**src/rtl/ipar_pkg.sv**
```systemverilog
package ipar_pkg;
  localparam int DISP_W = 32;
  localparam int IMM_W  = 32;
  localparam int LEN_W  = 4;
  localparam int CNT_W  = 3;
  localparam int IDX_W  = 2;

  typedef enum logic [2:0] {ST_PFX, ST_MODRM, ST_SIB, ST_DISP, ST_IMM} ipar_st_e;
  typedef enum logic [2:0] {PK_NONE, PK_LOCKREP, PK_ASIZE, PK_OSIZE, PK_SEG} pfx_kind_e;

  typedef struct packed {
    logic              illegal;
    logic [1:0]        rep;
    logic              a16;
    logic              o16;
    logic              segv;
    logic [2:0]        seg;
    logic [7:0]        opc;
    logic              hm;
    logic [7:0]        modrm;
    logic              hs;
    logic [7:0]        sib;
    logic [DISP_W-1:0] disp;
    logic [IMM_W-1:0]  imm;
    logic [LEN_W-1:0]  len;
  } insn_t;
endpackage

```
**src/rtl/ipar_prefix_dec.sv**
```systemverilog
module ipar_prefix_dec
  import ipar_pkg::*;
(
  input  logic [7:0] b,
  output pfx_kind_e  kind,
  output logic [1:0] rep_code,
  output logic [2:0] seg_code
);
  always_comb begin
    kind     = PK_NONE;
    rep_code = 2'd0;
    seg_code = 3'd0;
    case (b)
      8'hF3: begin kind = PK_LOCKREP; rep_code = 2'd1; end
      8'hF2: begin kind = PK_LOCKREP; rep_code = 2'd2; end
      8'hF0: begin kind = PK_LOCKREP; rep_code = 2'd3; end
      8'h67: kind = PK_ASIZE;
      8'h66: kind = PK_OSIZE;
      8'h26: begin kind = PK_SEG; seg_code = 3'd0; end
      8'h2E: begin kind = PK_SEG; seg_code = 3'd1; end
      8'h36: begin kind = PK_SEG; seg_code = 3'd2; end
      8'h3E: begin kind = PK_SEG; seg_code = 3'd3; end
      8'h64: begin kind = PK_SEG; seg_code = 3'd4; end
      8'h65: begin kind = PK_SEG; seg_code = 3'd5; end
      default: kind = PK_NONE;
    endcase
  end
endmodule

```
**src/rtl/ipar_op_dec.sv**
```systemverilog
module ipar_op_dec
  import ipar_pkg::*;
(
  input  logic [7:0]       opc,
  input  logic             a16,
  input  logic             o16,
  output logic             legal,
  output logic             needs_modrm,
  output logic [CNT_W-1:0] imm_len,
  output logic [CNT_W-1:0] disp_len
);
  logic [CNT_W-1:0] wide_addr;
  logic [CNT_W-1:0] wide_data;
  assign wide_addr = a16 ? CNT_W'(2) : CNT_W'(4);
  assign wide_data = o16 ? CNT_W'(2) : CNT_W'(4);

  always_comb begin
    legal       = 1'b0;
    needs_modrm = 1'b0;
    imm_len     = '0;
    disp_len    = '0;
    case (opc)
      8'h03, 8'h2B, 8'h33, 8'h3B, 8'h8B, 8'h38, 8'h39: begin
        legal = 1'b1; needs_modrm = 1'b1;
      end
      8'h80, 8'h83: begin
        legal = 1'b1; needs_modrm = 1'b1; imm_len = CNT_W'(1);
      end
      8'h81: begin
        legal = 1'b1; needs_modrm = 1'b1; imm_len = wide_data;
      end
      8'hA1, 8'hA3: begin
        legal = 1'b1; disp_len = wide_addr;
      end
      8'hEB: begin legal = 1'b1; imm_len = CNT_W'(1); end
      8'hE9: begin legal = 1'b1; imm_len = CNT_W'(4); end
      default: legal = (opc[7:3] == 5'b01000);
    endcase
  end
endmodule

```
**src/rtl/ipar_ea_dec.sv**
```systemverilog
module ipar_ea_dec
  import ipar_pkg::*;
(
  input  logic [7:0]       modrm,
  input  logic [2:0]       sib_base,
  input  logic             a16,
  output logic             need_sib,
  output logic [CNT_W-1:0] disp_len
);
  logic [1:0] md;
  logic [2:0] eff;
  logic [CNT_W-1:0] wide;
  assign md       = modrm[7:6];
  assign need_sib = (md != 2'b11) && (modrm[2:0] == 3'b100);
  assign eff      = need_sib ? sib_base : modrm[2:0];
  assign wide     = a16 ? CNT_W'(2) : CNT_W'(4);

  always_comb begin
    case (md)
      2'b00:   disp_len = (eff == 3'b101) ? wide : '0;
      2'b01:   disp_len = CNT_W'(1);
      2'b10:   disp_len = wide;
      default: disp_len = '0;
    endcase
  end
endmodule

```
**src/rtl/byte_insn_parser.sv**
```systemverilog
module byte_insn_parser
  import ipar_pkg::*;
(
  input  logic              clk,
  input  logic              rst,
  input  logic              byte_valid,
  input  logic [7:0]        byte_in,
  output logic              done,
  output logic              illegal,
  output logic [1:0]        lockrep,
  output logic              addr16,
  output logic              opsz16,
  output logic              seg_valid,
  output logic [2:0]        seg_code,
  output logic [7:0]        opcode,
  output logic              has_modrm,
  output logic [1:0]        mod_f,
  output logic [2:0]        reg_f,
  output logic [2:0]        rm_f,
  output logic              has_sib,
  output logic [1:0]        scale_f,
  output logic [2:0]        index_f,
  output logic [2:0]        base_f,
  output logic [DISP_W-1:0] disp,
  output logic [IMM_W-1:0]  imm,
  output logic [LEN_W-1:0]  length
);
  ipar_st_e         st, n_st;
  insn_t            w, n, q;
  logic [CNT_W-1:0] dlen, ilen, n_dlen, n_ilen;
  logic [IDX_W-1:0] idx, n_idx;
  logic             done_q, fin;

  pfx_kind_e        pk;
  logic [1:0]       pk_rep;
  logic [2:0]       pk_seg;
  logic             op_legal, op_modrm;
  logic [CNT_W-1:0] op_ilen, op_dlen;
  logic [7:0]       ea_modrm;
  logic             ea_sib;
  logic [CNT_W-1:0] ea_dlen;

  ipar_prefix_dec u_pfx (
    .b(byte_in), .kind(pk), .rep_code(pk_rep), .seg_code(pk_seg)
  );

  ipar_op_dec u_op (
    .opc(byte_in), .a16(w.a16), .o16(w.o16),
    .legal(op_legal), .needs_modrm(op_modrm),
    .imm_len(op_ilen), .disp_len(op_dlen)
  );

  assign ea_modrm = (st == ST_MODRM) ? byte_in : w.modrm;

  ipar_ea_dec u_ea (
    .modrm(ea_modrm), .sib_base(byte_in[2:0]), .a16(w.a16),
    .need_sib(ea_sib), .disp_len(ea_dlen)
  );

  logic             tail;
  logic [CNT_W-1:0] td, ti;

  always_comb begin
    n      = w;
    n_st   = st;
    n_dlen = dlen;
    n_ilen = ilen;
    n_idx  = idx;
    fin    = 1'b0;
    tail   = 1'b0;
    td     = '0;
    ti     = '0;
    if (byte_valid) begin
      n.len = w.len + LEN_W'(1);
      case (st)
        ST_PFX: begin
          if (pk != PK_NONE) begin
            case (pk)
              PK_LOCKREP: n.rep = pk_rep;
              PK_ASIZE:   n.a16 = 1'b1;
              PK_OSIZE:   n.o16 = 1'b1;
              default: begin n.segv = 1'b1; n.seg = pk_seg; end
            endcase
          end else begin
            n.opc = byte_in;
            if (!op_legal) begin
              n.illegal = 1'b1;
              fin       = 1'b1;
            end else if (op_modrm) begin
              n.hm   = 1'b1;
              n_ilen = op_ilen;
              n_st   = ST_MODRM;
            end else begin
              tail = 1'b1; td = op_dlen; ti = op_ilen;
            end
          end
        end
        ST_MODRM: begin
          n.modrm = byte_in;
          if (ea_sib) begin
            n.hs = 1'b1;
            n_st = ST_SIB;
          end else begin
            tail = 1'b1; td = ea_dlen; ti = ilen;
          end
        end
        ST_SIB: begin
          n.sib = byte_in;
          tail  = 1'b1; td = ea_dlen; ti = ilen;
        end
        ST_DISP: begin
          n.disp[{idx, 3'b000} +: 8] = byte_in;
          if (CNT_W'(idx) + CNT_W'(1) == dlen) begin
            n_idx = '0;
            if (ilen != '0) n_st = ST_IMM;
            else            fin  = 1'b1;
          end else begin
            n_idx = idx + IDX_W'(1);
          end
        end
        default: begin
          n.imm[{idx, 3'b000} +: 8] = byte_in;
          if (CNT_W'(idx) + CNT_W'(1) == ilen) fin   = 1'b1;
          else                                 n_idx = idx + IDX_W'(1);
        end
      endcase
      if (tail) begin
        n_dlen = td;
        n_ilen = ti;
        n_idx  = '0;
        if (td != '0)      n_st = ST_DISP;
        else if (ti != '0) n_st = ST_IMM;
        else               fin  = 1'b1;
      end
    end
  end

  always_ff @(posedge clk) begin
    if (rst) begin
      st     <= ST_PFX;
      w      <= '0;
      q      <= '0;
      done_q <= 1'b0;
      dlen   <= '0;
      ilen   <= '0;
      idx    <= '0;
    end else begin
      done_q <= fin;
      dlen   <= n_dlen;
      ilen   <= n_ilen;
      idx    <= n_idx;
      if (fin) begin
        q  <= n;
        w  <= '0;
        st <= ST_PFX;
      end else begin
        w  <= n;
        st <= n_st;
      end
    end
  end

  assign done      = done_q;
  assign illegal   = q.illegal;
  assign lockrep   = q.rep;
  assign addr16    = q.a16;
  assign opsz16    = q.o16;
  assign seg_valid = q.segv;
  assign seg_code  = q.seg;
  assign opcode    = q.opc;
  assign has_modrm = q.hm;
  assign mod_f     = q.modrm[7:6];
  assign reg_f     = q.modrm[5:3];
  assign rm_f      = q.modrm[2:0];
  assign has_sib   = q.hs;
  assign scale_f   = q.sib[7:6];
  assign index_f   = q.sib[5:3];
  assign base_f    = q.sib[2:0];
  assign disp      = q.disp;
  assign imm       = q.imm;
  assign length    = q.len;

  AST_DONE_AFTER_BYTE: assert property (@(posedge clk) disable iff (rst)
    done |-> $past(byte_valid));
  AST_SIB_ONLY_MEM: assert property (@(posedge clk) disable iff (rst)
    (done && has_sib) |-> (has_modrm && mod_f != 2'b11 && rm_f == 3'b100));
  AST_REG_FORM_NO_DISP: assert property (@(posedge clk) disable iff (rst)
    (done && has_modrm && mod_f == 2'b11) |-> (disp == '0 && !has_sib));
  AST_ILLEGAL_BARE: assert property (@(posedge clk) disable iff (rst)
    (done && illegal) |-> (!has_modrm && disp == '0 && imm == '0));
  AST_SHORT_ADDR: assert property (@(posedge clk) disable iff (rst)
    (done && addr16) |-> (disp[DISP_W-1:16] == '0));
  AST_INC_ONE_BYTE: assert property (@(posedge clk) disable iff (rst)
    (done && opcode[7:3] == 5'b01000 && !illegal) |-> (!has_modrm && imm == '0));
endmodule

```
**config.mk**
```make
export PLATFORM = sky130hd
export DESIGN_NAME = byte_insn_parser
export DESIGN_NICKNAME = d
export VERILOG_FILES = /design/src/rtl/ipar_pkg.sv /design/src/rtl/ipar_prefix_dec.sv /design/src/rtl/ipar_op_dec.sv /design/src/rtl/ipar_ea_dec.sv /design/src/rtl/byte_insn_parser.sv
export SDC_FILE = /design/constraint.sdc
export NUM_CORES = 1
export LEC_CHECK = 0
export ABC_AREA = 1
export CORE_ASPECT_RATIO = 2
export CORE_MARGIN = 1
export CORE_UTILIZATION = 54
export CTS_CLUSTER_SIZE = 40
export DETAILED_ROUTE_END_ITERATION = 8
export PLACE_DENSITY = 0.77
export SLEW_MARGIN = 0
export SYNTH_ARGS = -nofsm -noshare
export SYNTH_HDL_FRONTEND = slang
export SYNTH_HIERARCHICAL = 1
export SYNTH_SLANG_ARGS = --single-unit
```
**constraint.sdc**
```tcl
create_clock -name clk -period 7.1 [get_ports clk]
set_input_delay 0.71 -clock clk [delete_from_list [all_inputs] [get_ports clk]]
set_output_delay 0.71 -clock clk [all_outputs]
set_load 0.01 [all_outputs]
```
Word level (Yosys, flattened, before mapping)
Cells that the tools add are included.
W data, S select, Z words.
{ "totals": {"register_bits": 218, "out_inout_bits": 104, "in_bits": 11} }
{ "op_classes": {"n_addsub": 4, "mux": 79, "n_eq_ne": 42, "reduce_logical": 24, "shifts": 2} }
{ "ops": {"columns": ["op", "n"], "rows": [
  ["$mux W103", 1],
  ["$eq A8 B8 Y1 const B", 11],
  ["$mux W3", 29],
  ["$eq A8 B6 Y1 const B", 9],
  ["$bwmux W32", 2],
  ["$mux W32", 2],
  ["$pmux W3 S3", 5],
  ["$eq A8 B7 Y1 const B", 4],
  ["$shift A8 B7 Y32 const A", 1],
  ["$shiftx A8 B7 Y32", 1],
  ["$mux W8", 3],
  ["$mux W1", 23],
  ["$mux W18", 1],
  ["$mux W9", 2],
  ["$pmux W3 S5", 1],
  ["$reduce_or A14 Y1", 1],
  ["$eq A3 B2 Y1 const B", 4],
  ["$pmux W3 S4", 1],
  ["$reduce_bool A3 Y1", 4],
  ["$reduce_or A3 Y1", 4],
  ["$reduce_or A10 Y1", 1],
  ["$eq A8 B2 Y1 const B", 1],
  ["$mux W2", 4],
  ["$neg A5 Y7", 1],
  ["other kinds (26)", 35]
]} }

Logic depth before layout (Yosys ltp)
Gate-level depths: netlist of run 1.
{ "logic_depth": {"word_depth": 16, "depth_mapped": 23, "mapped_depth_nobuf": 19} }

Cells and area by module
The synthesis of run 1 kept the hierarchy.
{ "modules_own_cells": {"columns": ["mod", "seq_area_each_um2", "n_inst", "cells_each", "area_per_inst_um2"], "rows": [
  ["byte_insn_parser", 4364.2, 1, 1342, 9640.5],
  ["ipar_op_dec", 0.0, 1, 64, 279.0],
  ["ipar_prefix_dec", 0.0, 1, 36, 175.2],
  ["ipar_ea_dec", 0.0, 1, 19, 88.8]
]} }

Worst setup path after synthesis of run 1
Ideal clock, no wire load.
{ "synth_path": {"path_kind": "register -> register", "startpoint": "reg st[2]", "endpoint": "reg q (netlist bit imm[10])", "stages_incl_launch_ff": 23, "setup_slack_ns": 4.406, "arrival_ns": 2.580, "path_buffers": 4, "setup_ns": 0.114, "required_ns": 6.986, "cell_sequence": "dfxtp_1 > buf_4 > nor2_8 > nand2_4 > clkbuf_1 > o21ai_0 > nand2_1 > nand3b_1 > nor2_1 > inv_1 > nand3_2 > nand2_2 > inv_2 > nor2_1 > nor2_1 > nand2_1 > nor2_2 > nand2_4 > nand2_2 > buf_12 > buf_6 > nand3_1 > nand2_1"} }
{ "synth_via": {"elab_chain_len": 15, "elab_cells_between_ends": 35} }
{ "synth_lines": {"columns": ["element", "line_no", "rtl"], "rows": [
  ["start, declared", "byte_insn_parser.sv:28", "ipar_st_e st, n_st;"],
  ["start signal, assigned", "byte_insn_parser.sv:158", "st <= n_st;"],
  ["$eq A3 B1 Y1 (*)", "byte_insn_parser.sv:53", "assign ea_modrm = (st == ST_MODRM) ? byte_in : w.modrm;"],
  ["$mux W8 (*)", "byte_insn_parser.sv:53", null],
  ["via ea_modrm[7]", "byte_insn_parser.sv:39", "logic [7:0] ea_modrm;"],
  ["$ne A2 B2 Y1 (*)", "ipar_ea_dec.sv:14", "assign need_sib = (md != 2'b11) && (modrm[2:0] == 3'b100);"],
  ["$logic_and A1 B1 Y1 (*)", "ipar_ea_dec.sv:14", null],
  ["via ea_sib", "byte_insn_parser.sv:40", "logic ea_sib;"],
  ["$mux W3", "ipar_ea_dec.sv:15", "assign eff = need_sib ? sib_base : modrm[2:0];"],
  ["$eq A3 B3 Y1", "ipar_ea_dec.sv:20", "2'b00: disp_len = (eff == 3'b101) ? wide : '0;"],
  ["$mux W3", "ipar_ea_dec.sv:20", null],
  ["$pmux W3 S3", "ipar_ea_dec.sv:19", "case (md)"],
  ["$mux W3", "byte_insn_parser.sv:100", "if (ea_sib) begin"],
  ["$pmux W3 S3", "byte_insn_parser.sv:75", "case (st)"],
  ["$mux W3", "byte_insn_parser.sv:73", "if (byte_valid) begin"],
  ["$reduce_bool A3 Y1", "byte_insn_parser.sv:131", "if (td != '0) n_st = ST_DISP;"],
  ["$mux W1", "byte_insn_parser.sv:131", null],
  ["$mux W1 (*)", "byte_insn_parser.sv:127", "if (tail) begin"],
  ["$mux W1 (*)", "byte_insn_parser.sv:73", null],
  ["end signal, assigned", "byte_insn_parser.sv:153", "q <= n;"],
  ["end, declared", "byte_insn_parser.sv:29", "insn_t w, n, q;"]
]} }
The timed path passes the listed nets; every way through them passes the cells marked *. The select of a mux whose other input is x is not followed.
A chain may end at the register's enable or synchronous reset.

Final worst setup path of run 1
{ "layout_path": {"startpoint": "reg idx[0]", "endpoint": "reg q (netlist bit disp[16])"} }
{ "layout_via": {"elab_chain_len": 8, "elab_cells_between_ends": 16} }
{ "layout_lines": {"columns": ["element", "line_no", "rtl"], "rows": [
  ["start, declared", "byte_insn_parser.sv:31", "logic [IDX_W-1:0] idx, n_idx;"],
  ["start signal, assigned", "byte_insn_parser.sv:151", "idx <= n_idx;"],
  ["$add A2 B1 Y3", "byte_insn_parser.sv:113, byte_insn_parser.sv:123", null],
  ["$eq A3 B3 Y1, on equally long branches", "byte_insn_parser.sv:123, byte_insn_parser.sv:113", null],
  ["$mux W1, on equally long branches", "byte_insn_parser.sv:123, byte_insn_parser.sv:113", null],
  ["$pmux W1 S3", "byte_insn_parser.sv:75", null],
  ["$mux W1", "byte_insn_parser.sv:132", "else if (ti != '0) n_st = ST_IMM;"],
  ["$mux W1", "byte_insn_parser.sv:131", null],
  ["$mux W1", "byte_insn_parser.sv:127", null],
  ["$mux W1", "byte_insn_parser.sv:73", null]
]} }
Several ways; a longest one is shown, not always the timed one.

==> implementation parameters, run 1 <==
Parameter                              Value

Detailed routing
  Number of routed nets with antenna violations ... 0
  Remaining design rule violation count ... 0
  WL final ... 26100 um
  Number of vias per cell after detailed routing ... 5.33
  1st-iter DRT viols ... 486
  Via Count ... 9289
  Detailed-routing iteration count for the pre-antenna-repair pass ... 4
  Detail-routed net length per standard cell ... 15.0 um

GRT
  Initial antenna violation count ... 0
  Number of global-route vias before repair ... 8641
  Total global-route track usage ... 26.8%
  First-pass GRT wire length ... 41900 um
  Pin count of the biggest net entering global routing ... 117
  Overflow after GRT ... 0

Die
  Die span in x ... 99.1 um
  Die footprint ... 19400 um2
  Floorplan Core Area ... 18400 um2
  Cell row count ... 70
  IO Count ... 115
  Height of the chip ... 196 um
  Initial cell density of the core ... 55.4%

STA
  Top achievable clock speed ... 206 MHz
  Number of endpoints failing setup at the final stage ... 0
  Transition time of the tightest slew-check pin ... 1.14 ns
  Min Tclk post-route ... 4.86 ns
  Unrepaired setup endpoints after global routing ... no
  Final number of hold-violating endpoints ... 0
  Slew Limit Headroom ... 23.8%
  Number of pins exceeding their max-slew limit in the final report ... 0
  Crit share post-route ... 68.5%
  PnR worst setup slack ... 2.24 ns
  Worst clock skew ... 0.00753 ns
  Final-layout setup total negative slack ... 0 ns

Status
  Result of the run ... finished clean

Setup path
  Critical Setup Path Class ... reg -> reg
  Terminus of the critical flop-to-flop path ... disp[16]
  Largest stage delay on the critical path ... 0.89 ns
  Startpoint of the worst-slack reg-to-reg timing path ... idx[0]
  Highest fanout seen on the critical path ... 65
  Library cell appearing most often on the critical path ... nand2_1
  Reg2Reg Depth ... 12
  Cell breakdown of the critical path ... clkinv_1 > ha_1 > nand2_1 > nand2_1 > a21oi_1 > nand2_1 > nand2_1 > a21oi_4 > nand2_2 > buf_12 > nand3_1 > nand2_1
  Cell with the largest stage delay on the worst path ... a21oi_4
  Capturing element type of the critical path ... flop
  Arrival @ worst endpoint ... 5.24 ns
  Setup slack of the worst register-to-register path ... 2.24 ns
  Worst setup SP type ... flop
  Data required time of the critical path ... 7.48 ns

Logic synthesis
  Number of synthesized register bits ... 218
  Number of cells produced by synthesis ... 1461
  Area of the mapped netlist ... 10200 um2
  YS warnings ... 6
  Synthesized net count ... 1479
  Syn Area/Cell ... 6.97 um2
  Number of distinct library cells after synthesis ... 38
  Portion of the post-synthesis area used by sequential elements ... 42.9%

Clock tree
  Number of resized instances in the post-cts repair step ... 0
  Clock root buffer ... clkbuf_16
  Maximum buffer depth of the clock tree ... 3
  Hold-fix buffer count after cts ... 0
  Clock latency on the worst-skew pair ... 0.49 ns
  H-tree lvl count ... 1
  TritonCTS clock tree ... done
  Clock input transition at the sequential cells of the worst setup and hold paths ... 0.07 ns
  Post CTS Setup Buffer Count ... 0
  Number of buffers inserted during clock tree synthesis ... 19
  Number of clock sinks ... 218

Pwr
  Standby leakage power ... 5.56 nW
  VDD IR max ... 0.198 mV
  Power density normalized to cell area ... 229 nW/um2
  Final Total Pwr ... 0.00271 W

Min path
  Hold Path Depth ... 2
  Hold worst-path end ... imm[11]
  Hold path startpoint ... imm[11]
  Worst hold path class ... reg -> reg

Cells and area
  Final design utilization ... 64.1%
  Number of diodes added for antenna fixing ... 0
  Area growth syn-to-layout ... 15.8%
  Layout cell share with drive strength beyond 1 ... 7.07%
  Final instance area ... 11800 um2
  Number of nets in the layout ... 1533

Placement
  RePlAce Congestion ... 0.923
  Placed Instance Area ... 11200 um2
  Post-placement setup slack ... 2.17 ns
  HPWL after detailed placement ... 18100 um
  Port buffer count ... 114

Run
  Max Cap Viol ... 0
## synth_stat cells (all sizes together)
cell type,instances,share of area (%)
inv,228,8.4
and3,1,0.061
o21a,3,0.22
clkinv,2,0.074
nor3,29,1.5
clkbuf,43,1.6
nand3,128,6.6
nand2,303,12
ha,7,0.86
nand4,109,6.7
buf,43,3.3
nand3b,1,0.074
xor2,3,0.26
xnor2,1,0.086
a21oi,19,1.2
a21boi,1,0.074
conb,1,0.037
nor2,182,7.4
o211ai,1,0.074
dfxtp,218,43
a31oi,6,0.37
or2,21,1.3
o21ai,111,5.5
## final cells by class
cell class / count / area (um2)
fill: 1676 / 6610
multi-input combinational: 927 / 4470
sequential: 218 / 4360
timing repair buffer: 119 / 1190
inverter: 230 / 868
clock buffer: 22 / 507
tap: 216 / 270
clock inverter: 11 / 120
## cells in the final DEF (no fill, tap or decap), types with 6 or more instances in the layout
| cell | netlist | routed |
|---|---|---|
| a21oi_1 | 17 | 17 |
| a31oi_1 | 6 | 6 |
| clkbuf_16 | 0 | 19 |
| clkdlybuf4s50_1 | 0 | 114 |
| dfxtp_1 | 218 | 218 |
| ha_1 | 7 | 7 |
| inv_1 | 214 | 214 |
| inv_2 | 14 | 13 |
| nand2_1 | 291 | 291 |
| nand2_2 | 8 | 8 |
| nand3_1 | 122 | 122 |
| nand4_1 | 109 | 109 |
| nor2_1 | 167 | 167 |
| nor2_2 | 11 | 11 |
| nor3_1 | 28 | 28 |
| o21ai_0 | 107 | 107 |
| or2_2 | 21 | 21 |
## cells by family (layout without fill, tap and decap cells)
logic type / count (synthesis) / count (layout) / share of synthesized area, %
AOI/OAI and AO/OA: 141 / 141 / 7.35
adders and majority gates: 7 / 7 / 0.860
and+or+nand+nor: 774 / 774 / 35.2
buffers and inverters: 316 / 382 / 13.4
xor gates and xnor gates: 4 / 4 / 0.344
other: 1 / 1 / 0.0368
DFF: 218 / 218 / 42.9
## power by group
group          total [W]  internal, W  switching (W)
sequential       0.00128      0.00125      0.0000247
clock            0.00106     0.000591       0.000467
combinational   0.000368     0.000101       0.000267
## per-layer routing
layer	GRT usage, %	share of wire (%)
met1	27.4	37
met2	50.7	53
met3	3.03	3.3
met4	17.0	6.5
met5	0	0
## worst max-delay path: cells and delay by family, from the launching register on
kind	cells	cell delay, ns
AO/OA/AOI/OAI	2	0.94
flip-flops	1	0.88
AND/OR/NAND/NOR	7	1.28
adder cells (fa/ha/maj)	1	0.60
buffers and inverters	2	0.98
## worst max path at each step
stage               startpoint          end  slack (ns)  cells past startpoint
finish                  idx[0]     disp[16]        2.24                     12
global route            idx[0]    opcode[7]        1.88                     12
CTS                     idx[0]   lockrep[1]        2.29                     12
detailed placement  byte_in[0]  seg_code[1]        2.17                     15
global placement    byte_in[0]    length[1]        2.23                     15
floorplan                st[2]      imm[10]        4.41                     22
## flip-flops by register name, summed over array words and instances (netlist names), 2 cells and up
name and flops:
rm_f 3, lockrep 2, scale_f 2, imm 32, ilen 3, seg_code 3
disp 32, mod_f 2, index_f 3, dlen 3, idx 2, st 3
reg_f 3, base_f 3, opcode 8, w 103, length 4
## metrics by stage
stage | hold WS (ns) | std cells
2_1_floorplan | 0.439 | 1461
3_3_place_gp | 0.457 | 1710
3_5_place_dp | 0.466 | 1710
4_1_cts | 0.478 | 1743
5_1_grt | 0.491 | 1743
6_report | 0.475 | 1743
(Power assumes the default switching activity.)
==> run 2, diff against run 1 <==
--- a/config.mk
+++ b/config.mk
@@ -8,10 +8,10 @@
 export ABC_AREA = 1
 export CORE_ASPECT_RATIO = 2
 export CORE_MARGIN = 1
-export CORE_UTILIZATION = 54
+export CORE_UTILIZATION = 51
 export CTS_CLUSTER_SIZE = 40
 export DETAILED_ROUTE_END_ITERATION = 8
-export PLACE_DENSITY = 0.77
+export PLACE_DENSITY = 0.76
 export SLEW_MARGIN = 0
 export SYNTH_ARGS = -nofsm -noshare
 export SYNTH_HDL_FRONTEND = slang
==> constraint.sdc (replaced) <==
create_clock -name clk -period 3.9 [get_ports clk]
set_input_delay 0.39 -clock clk [delete_from_list [all_inputs] [get_ports clk]]
set_output_delay 0.39 -clock clk [all_outputs]
set_load 0.01 [all_outputs]
==> run 2 against run 1 <==
Against the previous run:
- sequential share of layout area down 0.98 points
- design area increased by 2.7%
- total power increased by 85%
- routed wire length up 6.0%
- highest routed layer unchanged
- via count rose by 2.1%
- clock skew rose by 0.011 ns
- hold slack worse by 0.0027 ns
- critical path depth grew 5
==> implementation parameters, run 2 (synthesized netlist as in run 1, its figures left out) <==
Parameter                              Value

Placement
  Inst Count DP ... 1776 (+3.9%)
  HPWL after detailed placement ... 19700 um (+9.0%)
  RePlAce Congestion ... 0.953 (+3.2%)
  Port buffer count ... 114 (unchanged)
  Post-placement setup slack ... 0.191 ns (-1.98 ns)

Clock tree
  H-tree lvl count ... 1 (unchanged)
  Post CTS Setup Buffer Count ... 0 (unchanged)
  TritonCTS clock tree ... done
  Number of buffers inserted during clock tree synthesis ... 20 (+1)
  Maximum buffer depth of the clock tree ... 3 (unchanged)
  Number of resized instances in the post-cts repair step ... 0 (unchanged)
  Clock input transition at the sequential cells of the worst setup and hold paths ... 0.07 ns (about the same)
  Clock root buffer ... clkbuf_16
  Clock latency on the worst-skew pair ... 0.51 ns (+0.02 ns)
  Hold-fix buffer count after cts ... 0 (unchanged)
  Number of clock sinks ... 218 (unchanged)

STA
  Final-layout setup total negative slack ... 0 ns (unchanged)
  Slew Limit Headroom ... 41.1% (+17 points)
  PnR worst setup slack ... 0.626 ns (-1.61 ns)
  Unrepaired setup endpoints after global routing ... no
  Final number of hold-violating endpoints ... 0 (unchanged)
  Crit share post-route ... 83.9%
  Min Hold Slack ... 0.472 ns (-0.00272 ns)
  Number of endpoints failing setup at the final stage ... 0 (unchanged)
  Worst clock skew ... 0.0190 ns (+0.0115 ns)
  Min Tclk post-route ... 3.27 ns
  Top achievable clock speed ... 305 MHz
  Transition time of the tightest slew-check pin ... 0.881 ns (-0.260 ns)
  Number of pins exceeding their max-slew limit in the final report ... 0 (unchanged)

Setup path
  Data required time of the critical path ... 4.35 ns (-3.13 ns)
  Terminus of the critical flop-to-flop path ... rm_f[1]
  Cell with the largest stage delay on the worst path ... clkdlybuf4s50_1
  Library cell appearing most often on the critical path ... nor2_1
  Startpoint of the worst-slack reg-to-reg timing path ... st[0]
  Arrival @ worst endpoint ... 3.72 ns (-1.52 ns)
  Largest stage delay on the critical path ... 0.70 ns (-0.19 ns)
  Highest fanout seen on the critical path ... 43 (-34%)
  Worst setup SP type ... input pin
  Cell breakdown of the critical path ... clkdlybuf4s50_1 > inv_1 > o21ai_0 > nand3b_1 > nor2_1 > inv_1 > nand3_2 > nand2_2 > inv_2 > nor2_1 > nor2_1 > nand2_1 > nor2_2 > nand2_4 > buf_4 > nand4_1 > nand2_1
  Capturing element type of the critical path ... flop
  Reg2Reg Depth ... 20 (+8)
  Setup slack of the worst register-to-register path ... 0.71 ns (-1.53 ns)
  Critical Setup Path Class ... in -> reg

Cells and area
  Number of non-filler instances in the completed layout ... 1811 (+3.9%)
  Number of nets in the layout ... 1557 (+1.6%)
  Number of diodes added for antenna fixing ... 0 (unchanged)
  Multi-input gate area in the final layout ... 4470 um2 (unchanged)
  Commonest cells after routing, fill and taps aside ... nand2_1, dfxtp_1, inv_1
  Number of inserted filler cells in the final layout ... 1832 (+9.3%)
  Area growth syn-to-layout ... 18.9%
  Max reg flops ... 103 (unchanged)
  Largest register by flop count ... w
  Most common cell after layout, fill and taps aside ... nand2_1
  Layout cell share with drive strength beyond 1 ... 8.31% (+1.2 points)
  FF+latch area ... 4360 um2 (unchanged)

Detailed routing
  1st-iter DRT viols ... 379 (-22%)
  Number of vias per cell after detailed routing ... 5.24 (-1.8%)
  Remaining design rule violation count ... 0 (unchanged)
  Via Count ... 9482 (+2.1%)
  Detail-routed net length per standard cell ... 15.3 um (+2.1%)
  WL final ... 27700 um (+6.0%)
  Number of routed nets with antenna violations ... 0 (unchanged)
  Detailed-routing iteration count for the pre-antenna-repair pass ... 5 (+1)

Die
  Cell row count ... 72 (+2.9%)
  Die footprint ... 20600 um2 (+5.8%)
  Floorplan Core Area ... 19500 um2 (+5.8%)
  Initial cell density of the core ... 52.3% (-3.0 points)
  Die span in x ... 102 um (+2.8%)
  IO Count ... 115 (unchanged)
  Height of the chip ... 202 um (+2.9%)

GRT
  First-pass GRT wire length ... 44900 um (+7.1%)
  Pin count of the biggest net entering global routing ... 87 (-26%)
  Total global-route track usage ... 27.8% (+1.0 points)
  Overflow after GRT ... 0 (unchanged)
  Number of global-route vias before repair ... 9205 (+6.5%)
  Initial antenna violation count ... 0 (unchanged)

Pwr
  Internal power summed over all cells ... 0.00362 W (+86%)
  Standby leakage power ... 5.71 nW (+2.7%)
  Final Total Pwr ... 0.00502 W (+85%)
  Proportion of power drawn by combinational gates ... 15.0% (+1.4 points)
  Switch Pwr ... 0.00140 W (+85%)
  VDD IR max ... 0.479 mV (+140%)
  Share of total power in the clock network ... 38.8% (-0.3 points)
  Power density normalized to cell area ... 414 nW/um2 (+81%)
  Switching power as a share of total power ... 27.9% (-0.10 points)
  Seq pwr share ... 46.3% (-1.0 points)

Min path
  Hold Path Depth ... 2 (unchanged)
  Worst hold path class ... reg -> reg
  Hold worst-path end ... base_f[1]
  Hold path startpoint ... base_f[1]

Run
  Max Cap Viol ... 0 (unchanged)

Status
  Result of the run ... finished clean
==> run 2: worst max path at each step <==
| stage | from | end | slack (ns) | cells past startpoint |
|---|---|---|---|---|
| after floorplan | st[2] | imm[10] | 1.21 | 22 |
| after global placement | byte_in[0] | disp[21] | 0.24 | 15 |
| after detailed placement | byte_in[1] | st[1] | 0.19 | 17 |
| after CTS | byte_in[1] | reg_f[0] | 0.70 | 17 |
| after global routing | byte_in[1] | reg_f[0] | 0.40 | 17 |
| final | byte_in[1] | imm[26] | 0.63 | 17 |
==> run 2: power groups by stage <==
stage	logic, W	clock network, W	registers (W)
after CTS	0.000752	0.00198	0.00232
after detailed placement	0.000750	0	0.00237
after global placement	0.000744	0	0.00237
after floorplan	0.000521	0	0.00237
after global routing	0.000819	0.00206	0.00233
final	0.000751	0.00194	0.00232
==> run 2: final cells by class <==
cell class	count	area share, %
Multi-Input combinational cell	927	36.9
Sequential cell	218	36.0
Timing Repair Buffer	142	11.9
Inverter	230	7.17
Clock buffer	32	5.18
Tap cell	259	2.68
Clock inverter	3	0.155
==> run 2: layer usage <==
layer	global-route usage, %	vias to the layer above	part of all wire (%)
met2	51.4	231	53
li1	-	4807	-
met4	19.7	0	7.4
met5	0	-	0
met1	28.0	4344	36
met3	2.90	100	3.5
==> run 2: critical path, delay by kind of cell <==
family	cells	cell delay, ns
buf+inv	5	1.59
compound gates	1	0.47
simple gates	11	1.24
==> run 2: stage by stage <==
step	cell area [um2]	util, %
2_1_floorplan	10200	-
3_5_place_dp	11500	58.9
5_1_grt	12100	62.2
6_report	12100	62.2
4_1_cts	12100	62.2
3_3_place_gp	11500	58.9
==> run 3, diff against run 2 <==
--- a/config.mk
+++ b/config.mk
@@ -8,10 +8,10 @@
 export ABC_AREA = 1
 export CORE_ASPECT_RATIO = 2
 export CORE_MARGIN = 1
-export CORE_UTILIZATION = 51
+export CORE_UTILIZATION = 54
 export CTS_CLUSTER_SIZE = 40
 export DETAILED_ROUTE_END_ITERATION = 8
-export PLACE_DENSITY = 0.76
+export PLACE_DENSITY = 0.77
 export SLEW_MARGIN = 0
 export SYNTH_ARGS = -nofsm -noshare
 export SYNTH_HDL_FRONTEND = slang
==> constraint.sdc (replaced) <==
create_clock -name clk -period 3.4 [get_ports clk]
set_input_delay 0.34 -clock clk [delete_from_list [all_inputs] [get_ports clk]]
set_output_delay 0.34 -clock clk [all_outputs]
set_load 0.01 [all_outputs]
==> run 3 against run 2 <==
Against the previous run:
- non-clock buffer count increased by 12
- critical path depth increased by 2
- sequential cell count unchanged
- largest cell class unchanged
- routed wire length decreased by 3.9%
- clock power increased by 14%
- count of clock-buffer cells in the layout decreased by 3
- hold slack improved by 0.0010 ns
==> implementation parameters, run 3 (synthesized netlist as in run 1, its figures left out) <==
Parameter                              Value

Die
  Height of the chip ... 196 um (-2.8%)
  Floorplan Core Area ... 18400 um2 (-5.5%)
  Die span in x ... 99.1 um (-2.8%)
  Cell row count ... 70 (-2.8%)
  IO Count ... 115 (unchanged)
  Initial cell density of the core ... 55.4% (+3.0 points)
  Die footprint ... 19400 um2 (-5.5%)

Cells and area
  Number of inserted filler cells in the final layout ... 1700 (-7.2%)
  Max reg flops ... 103 (unchanged)
  Number of non-filler instances in the completed layout ... 1778 (-1.8%)
  Number of nets in the layout ... 1568 (+0.71%)
  Largest register by flop count ... w
  Layout cell share with drive strength beyond 1 ... 9.09% (+0.78 points)
  Area growth syn-to-layout ... 19.3%
  Most common cell after layout, fill and taps aside ... nand2_1
  Commonest cells after routing, fill and taps aside ... nand2_1, dfxtp_1, inv_1
  Final instance area ... 12100 um2 (+0.34%)
  Number of diodes added for antenna fixing ... 0 (unchanged)

Placement
  Placed Instance Area ... 11500 um2 (+0.32%)
  RePlAce Congestion ... 0.992 (+4.1%)
  Port buffer count ... 114 (unchanged)
  Post-placement setup slack ... 0.0324 ns (-0.159 ns)
  Inst Count DP ... 1745 (-1.7%)
  HPWL after detailed placement ... 19100 um (-3.0%)

Clock tree
  Hold-fix buffer count after cts ... 0 (unchanged)
  Post CTS Setup Buffer Count ... 0 (unchanged)
  Clock input transition at the sequential cells of the worst setup and hold paths ... 0.07 ns (about the same)
  H-tree lvl count ... 1 (unchanged)
  Clock root buffer ... clkbuf_16
  Number of clock sinks ... 218 (unchanged)
  Number of buffers inserted during clock tree synthesis ... 19 (-5.0%)
  TritonCTS clock tree ... done
  Number of resized instances in the post-cts repair step ... 0 (unchanged)
  Clock latency on the worst-skew pair ... 0.48 ns (-0.03 ns)
  Maximum buffer depth of the clock tree ... 3 (unchanged)

GRT
  First-pass GRT wire length ... 43300 um (-3.5%)
  Pin count of the biggest net entering global routing ... 84 (-3.4%)
  Number of global-route vias before repair ... 9005 (-2.2%)
  Total global-route track usage ... 27.8% (-0.057 points)
  Overflow after GRT ... 0 (unchanged)
  Initial antenna violation count ... 0 (unchanged)

Setup path
  Highest fanout seen on the critical path ... 33 (-23%)
  Reg2Reg Depth ... 19 (-5.0%)
  Cell with the largest stage delay on the worst path ... dfxtp_1
  Terminus of the critical flop-to-flop path ... disp[13]
  Setup slack of the worst register-to-register path ... 0.31 ns (-0.40 ns)
  Data required time of the critical path ... 3.82 ns (-0.53 ns)
  Arrival @ worst endpoint ... 3.51 ns (-0.21 ns)
  Worst setup SP type ... flop
  Cell breakdown of the critical path ... nor2_8 > nand2_4 > o21ai_0 > nand2_1 > nand3b_1 > nor2_1 > inv_1 > nand3_2 > nand2_2 > inv_2 > nor2_1 > nor2_1 > nand2_1 > nor2_2 > nand2_4 > nand2_2 > buf_12 > nand3_1 > nand2_1
  Critical Setup Path Class ... reg -> reg
  Capturing element type of the critical path ... flop
  Largest stage delay on the critical path ... 0.63 ns (-0.07 ns)
  Startpoint of the worst-slack reg-to-reg timing path ... st[2]

Detailed routing
  1st-iter DRT viols ... 502 (+32%)
  Number of vias per cell after detailed routing ... 5.35 (+2.1%)
  Number of routed nets with antenna violations ... 0 (unchanged)
  Remaining design rule violation count ... 0 (unchanged)
  Via Count ... 9509 (+0.28%)
  Detailed-routing iteration count for the pre-antenna-repair pass ... 5 (unchanged)
  Detail-routed net length per standard cell ... 15.0 um (-2.1%)
  WL final ... 26600 um (-3.9%)

STA
  Number of endpoints failing setup at the final stage ... 0 (unchanged)
  Min Tclk post-route ... 3.09 ns
  Transition time of the tightest slew-check pin ... 0.654 ns (-0.226 ns)
  Worst clock skew ... 0.00886 ns (-0.0102 ns)
  PnR worst setup slack ... 0.310 ns (-0.316 ns)
  Unrepaired setup endpoints after global routing ... no
  Slew Limit Headroom ... 56.2% (+15 points)
  Top achievable clock speed ... 324 MHz
  Number of pins exceeding their max-slew limit in the final report ... 0 (unchanged)
  Final number of hold-violating endpoints ... 0 (unchanged)
  Crit share post-route ... 90.9%
  Final-layout setup total negative slack ... 0 ns (unchanged)

Pwr
  Power density normalized to cell area ... 473 nW/um2 (+14%)
  Standby leakage power ... 5.76 nW (+0.89%)
  VDD IR max ... 0.405 mV (-15%)

Run
  Max Cap Viol ... 0 (unchanged)

Min path
  Worst hold path class ... reg -> reg
  Hold path startpoint ... dlen[0]
  Hold Path Depth ... 2 (unchanged)
  Hold worst-path end ... dlen[0]

Status
  Result of the run ... finished clean
-- run 3: worst max-delay path: cells and delay by family, from the launching register on --
family,cells,cell delay (ns)
flops,1,0.63
simple gates,15,1.86
compound gates,1,0.14
buf+inv,3,0.37
-- run 3: per-stage QoR --
step                      utilization, %  total power (W)  hold WS, ns
after floorplan                        -          0.00332        0.409
after CTS                           66.0          0.00579        0.475
final                               66.1          0.00575        0.473
after global routing                66.1          0.00596        0.493
after global placement              62.5          0.00357        0.463
after detailed placement            62.5          0.00358        0.465
-- run 3: cell type report --
| class | instances | area (um2) | share of cell area (%) |
|---|---|---|---|
| Multi-Input combinational cell | 927 | 4470 | 36.8 |
| Sequential cell | 218 | 4360 | 35.9 |
| Timing Repair Buffer | 154 | 1530 | 12.6 |
| Inverter | 230 | 868 | 7.15 |
| Clock buffer | 29 | 593 | 4.88 |
| Tap cell | 216 | 270 | 2.22 |
| Clock inverter | 4 | 53.8 | 0.443 |
-- run 3: where the power goes --
| part | internal (W) | total (W) | switching [W] |
|---|---|---|---|
| Combinational | 0.000278 | 0.000869 | 0.000591 |
| Sequential | 0.00262 | 0.00266 | 0.0000432 |
| Clock | 0.00128 | 0.00222 | 0.000935 |
-- run 3: how the worst max path moves through the flow --
stage | start | endpoint | slack (ns) | cells after the start
CTS | st[2] | disp[5] | 0.23 | 18
detailed placement | byte_in[2] | disp[1] | 0.03 | 18
floorplan | st[2] | imm[10] | 0.71 | 22
finish | st[2] | disp[13] | 0.31 | 19
global placement | byte_in[3] | disp[8] | 0.09 | 18
global route | st[2] | imm[20] | 0.05 | 18
-- run 3: layer usage --
metal  GRT usage [%]  up-vias  share of wire, %
met5               0        -                 0
met4            17.4        0               6.3
met3            2.89       86               3.6
met2            53.8      255                54
met1            27.5     4349                36
li1                -     4819                 -
